$ cat src/rtl/evtlatch_pkg.sv
`timescale 1ns/1ps
package evtlatch_pkg;
  localparam int unsigned EVT_COUNT_DEF  = 4;
  localparam int unsigned DATA_W_DEF     = 8;
  localparam int unsigned ADDR_W_DEF     = 2;
  localparam int unsigned SYNC_DEPTH_DEF = 2;
  localparam int unsigned FLAG_ADDR      = 0;
endpackage

$ cat src/rtl/evtlatch_sync.sv
`timescale 1ns/1ps
module evtlatch_sync #(
  parameter int unsigned WIDTH = 4,
  parameter int unsigned DEPTH = 2
) (
  input  logic             clk,
  input  logic             rst_n,
  input  logic [WIDTH-1:0] async_i,
  output logic [WIDTH-1:0] sync_o
);
  logic [WIDTH-1:0] stage_q [DEPTH];
  logic [WIDTH-1:0] stage_d [DEPTH];

  genvar g;
  generate
    for (g = 0; g < DEPTH; g++) begin : g_stage
      if (g == 0) begin : g_first
        always_comb stage_d[g] = async_i;
      end else begin : g_next
        always_comb stage_d[g] = stage_q[g-1];
      end
      always_ff @(posedge clk or negedge rst_n) begin
        if (!rst_n) stage_q[g] <= '0;
        else        stage_q[g] <= stage_d[g];
      end
    end
  endgenerate

  assign sync_o = stage_q[DEPTH-1];
endmodule

$ cat src/rtl/evtlatch_cell.sv
`timescale 1ns/1ps
module evtlatch_cell (
  input  logic clk,
  input  logic rst_n,
  input  logic evt_i,
  input  logic clr_i,
  output logic flag_o
);
  logic flag_q;
  logic flag_d;
  logic flag_en;

  // A live event always wins over a clear request.
  always_comb begin
    flag_en = evt_i | clr_i;
    flag_d  = evt_i;
  end

  always_ff @(posedge clk or negedge rst_n) begin
    if (!rst_n)       flag_q <= 1'b0;
    else if (flag_en) flag_q <= flag_d;
  end

  assign flag_o = flag_q;
endmodule

$ cat src/rtl/evtlatch_rdport.sv
`timescale 1ns/1ps
module evtlatch_rdport #(
  parameter int unsigned NFLAG  = 4,
  parameter int unsigned DATA_W = 8,
  parameter int unsigned ADDR_W = 2,
  parameter int unsigned BASE   = 0
) (
  input  logic              rd_en,
  input  logic [ADDR_W-1:0] rd_addr,
  input  logic [NFLAG-1:0]  flags_i,
  output logic              hit_o,
  output logic [DATA_W-1:0] rd_data
);
  localparam int unsigned PAD_W = DATA_W - NFLAG;

  always_comb begin
    hit_o   = rd_en && (rd_addr == ADDR_W'(BASE));
    rd_data = '0;
    if (hit_o) rd_data = {{PAD_W{1'b0}}, flags_i};
  end
endmodule

$ cat src/rtl/evtlatch_bank.sv
`timescale 1ns/1ps
module evtlatch_bank
  import evtlatch_pkg::*;
#(
  parameter int unsigned NUM_SRC    = EVT_COUNT_DEF,
  parameter int unsigned DATA_W     = DATA_W_DEF,
  parameter int unsigned ADDR_W     = ADDR_W_DEF,
  parameter int unsigned SYNC_DEPTH = SYNC_DEPTH_DEF
) (
  input  logic               clk,
  input  logic               rst_n,
  input  logic [NUM_SRC-1:0] src_i,
  input  logic               rd_en,
  input  logic [ADDR_W-1:0]  rd_addr,
  output logic [DATA_W-1:0]  rd_data,
  output logic               irq
);
  logic [NUM_SRC-1:0] src_sync;
  logic [NUM_SRC-1:0] latch_q;
  logic [NUM_SRC-1:0] clr_req;
  logic               rd_hit;

  evtlatch_sync #(.WIDTH(NUM_SRC), .DEPTH(SYNC_DEPTH)) u_sync (
    .clk(clk), .rst_n(rst_n), .async_i(src_i), .sync_o(src_sync)
  );

  evtlatch_rdport #(
    .NFLAG(NUM_SRC), .DATA_W(DATA_W), .ADDR_W(ADDR_W), .BASE(FLAG_ADDR)
  ) u_rd (
    .rd_en(rd_en), .rd_addr(rd_addr), .flags_i(latch_q),
    .hit_o(rd_hit), .rd_data(rd_data)
  );

  genvar i;
  generate
    for (i = 0; i < NUM_SRC; i++) begin : g_flag
      always_comb clr_req[i] = rd_hit;
      evtlatch_cell u_cell (
        .clk(clk), .rst_n(rst_n), .evt_i(src_sync[i]),
        .clr_i(clr_req[i]), .flag_o(latch_q[i])
      );
    end
  endgenerate

  assign irq = |latch_q;
endmodule

$ cat config.mk
export PLATFORM = sky130hd
export DESIGN_NAME = evtlatch_bank
export DESIGN_NICKNAME = d
export VERILOG_FILES = /design/src/rtl/evtlatch_pkg.sv /design/src/rtl/evtlatch_sync.sv /design/src/rtl/evtlatch_cell.sv /design/src/rtl/evtlatch_rdport.sv /design/src/rtl/evtlatch_bank.sv
export SDC_FILE = /design/constraint.sdc
export NUM_CORES = 1
export LEC_CHECK = 0
export ABC_CLOCK_PERIOD_IN_PS = 2900
export BUFFER_PORTS_ARGS = -buffer_cell sky130_fd_sc_hd__buf_2
export CAP_MARGIN = 20
export CORE_AREA = 2 2 39 41
export CTS_CLUSTER_DIAMETER = 200
export CTS_CLUSTER_SIZE = 28
export DETAILED_ROUTE_END_ITERATION = 10
export DIE_AREA = 0 0 41 43
export PLACE_DENSITY_LB_ADDON = 0.15
export SLEW_MARGIN = 15
export SYNTH_ARGS = -nofsm -noshare
export SYNTH_HDL_FRONTEND = slang
export SYNTH_SLANG_ARGS = --single-unit
export TNS_END_PERCENT = 10
$ cat constraint.sdc
create_clock -name clk -period 2.9 [get_ports clk]
set_clock_uncertainty 0.05 [all_clocks]
set_input_delay 0.29 -clock clk [delete_from_list [all_inputs] [get_ports clk]]
set_output_delay 0.29 -clock clk [all_outputs]
set_load 0.02 [all_outputs]
==> summary.md <==
| Metric | Value |
|---|---|
| Final setup fails | `0` |
| Top Ports | `18` |
| Hold WS | `0.0789 ns` |
| Worst skew pair latency | `0.26 ns` |
| Wire length of the first global-routing pass | `855 µm` |
| Number of vias in the routed layout | `255` |
| Number of cells in the design after placement | `56` |
| Post-synthesis average cell area | `14.8 µm²` |
| Root buffer cell | `clkbuf_4` |
| Buffers added on ports | `13` |
| Number of core rows | `14` |
| Vias per std cell | `4.18` |
| Max-Cap Viols | `0` |
| Final max-slew violation count | `0` |
| Area of the core | `1380 µm²` |
| Total wirelength of the detailed-routed design | `561 µm` |
| Number of global-route vias before repair | `224` |
| Post-CTS Resized | `0` |
| Worst reg2reg path depth | `1` |
| Setup repair after global routing missed its margin | `no` |
| Fill cell instance count of the final layout | `147` |
| Chip Height | `43 µm` |
| Syn Std Cell Area | `414 µm²` |
| Sequential area share after synthesis | `72.5%` |
| Critical path data arrival time | `1.34 ns` |
| HPWL Detailed | `444 µm` |
| Outcome | `completed` |
| Clk slew on worst S/H paths | `0.07 ns` |
| GRT overflow | `0` |
| Pin count of the biggest net entering global routing | `13` |
| Initial core utilization | `29.9%` |
| PnR Total Power | `0.330 mW` |
| Antenna diode instance count | `0` |
| Area Overhead vs Synth | `27.2%` |
| Number of endpoints with negative hold slack in the final report | `0` |
| Path type of the worst setup path | `flip-flop to primary output` |
| Detailed-route DRC error count | `0` |
| Share of post-route cells with drive strength above 1 | `46.7%` |
| Leakage dissipation | `0.262 nW` |
| H-tree depth | `1` |
| Buffer count from post-CTS setup fixing | `0` |
| Worst min-delay path class | `input port to flip-flop` |
| Area of the die | `1760 µm²` |
| Area fraction of the dominant cell type after synthesis | `72.5%` |
| Antenna violations before repair | `0` |
| Data required time at the worst endpoint | `2.56 ns` |
| Largest fanout on the critical path | `3` |
| GRT Resource Usage Total | `7.89%` |
| Cell types with the largest area share after synthesis | `dfrtp_1, a21o_1, and3_2` |
| Area leader, netlist | `dfrtp_1` |
| Commonest non-fill, non-tap cell in the layout | `buf_2` |
| Cell Count, Final, Fillers Out | `61` |
| Mapped Cells | `28` |
| Antenna Nets Post-Route | `0` |
| Peak ir drop on the vdd network | `0.265 mV` |
| Number of detailed-routing iterations run before antenna repair | `1` |
| Count of state elements after synthesis | `12` |
| Hold-fix buffers, CTS | `1` |
| Warnings, synthesis | `0` |
| Final estimated routing congestion in global placement | `0.609` |
| Clock tree buffer depth | `2` |
| Final Core Density | `38.1%` |
| Initial drt markers | `0` |
| Routed wire per std cell | `9.20 µm` |
| Total CTS buffers | `3` |
| Unique masters post-synth | `8` |
| Post-route minimum period | `1.68 ns` |
| Total power density per cell area | `627 nW/µm²` |
| Critical path launch point type | `flip-flop` |
| Max frequency | `594 MHz` |
| Total negative slack | `0 ns` |
| TritonCTS clock tree | `built` |
| Final clock period utilization by the worst path | `58.0%` |
| Commonest cells after routing, fill and taps aside | `buf_2, dfrtp_1, and3_2, a21o_1, conb_1` |
| Worst Hold Path Cells | `1` |
| Net count reported at finish | `55` |
| Total number of clock tree sinks | `12` |
| CP Capture Type | `primary output` |
| Die X-Extent | `41 µm` |
routing by layer:
layer	part of all wire, %	vias up	wire length (µm)	GRT usage [%]
li1	-	121	-	-
met1	38	120	214	7.22
met2	51	14	285	11.9
met3	11	0	61	3.14
met4	0	0	0	8.00
met5	0	-	0	0
final timing paths:
path / from / end / slack (ns)
worst max register to register: g_flag[3].u_cell.flag_o / g_flag[3].u_cell.flag_o / 2.19
worst min register to register: u_sync.stage_d[0] / u_sync.sync_o[0] / 0.30
worst min-delay path: src_i[3] / u_sync.stage_d[3] / 0.08
max in group asynchronous: rst_n / g_flag[3].u_cell.flag_o / 2.23
min in group asynchronous: rst_n / u_sync.stage_d[2] / 0.37
worst max-delay path: g_flag[3].u_cell.flag_o / irq / 1.22
synth_stat cells, drive strengths merged:
cell type   n
buf         4
nor2        1
or3b        1
dfrtp      12
conb        1
or4         1
a21o        4
and3        4
stage by stage:
stage,area [µm²],setup slack (ns)
4_1_cts,527,1.20
2_1_floorplan,425,1.57
5_1_grt,527,1.17
3_3_place_gp,480,1.53
3_5_place_dp,480,1.50
6_report,527,1.22
sequential cells by signal (all words and copies together), names as in the netlist:
name	cells
u_sync.stage_d	4
u_sync.sync_o	4
g_flag.u_cell.flag_o	4
power by group:
group	internal, mW	total, mW	switching [mW]
clock	0.0762	0.126	0.0496
combinational	0.0101	0.0254	0.0152
sequential	0.176	0.179	0.00330
final cells by class:
| type | instances | area (µm²) | share of cell area, % |
|---|---|---|---|
| clock buffers | 4 | 36.3 | 6.89 |
| multi-input cells | 15 | 95.1 | 18.1 |
| repair buffers | 14 | 75.1 | 14.3 |
| well taps | 16 | 20.0 | 3.80 |
| flip-flops and latches | 12 | 300 | 57.0 |
kinds of logic after synthesis:
kind of cell,Yosys count,share of synthesized area (%)
AOI/OAI and AO/OA,4,7.25
other,1,0.905
buffers and inverters,4,7.25
and+or+nand+nor,7,12.1
DFF,12,72.5
worst max-delay path, cell delays in order, from the launching register on:
cell and delay (ns):
dfrtp_1 0.40, or4_1 0.51, buf_2 0.17
Note: power is estimated with default switching activity, not from simulation.
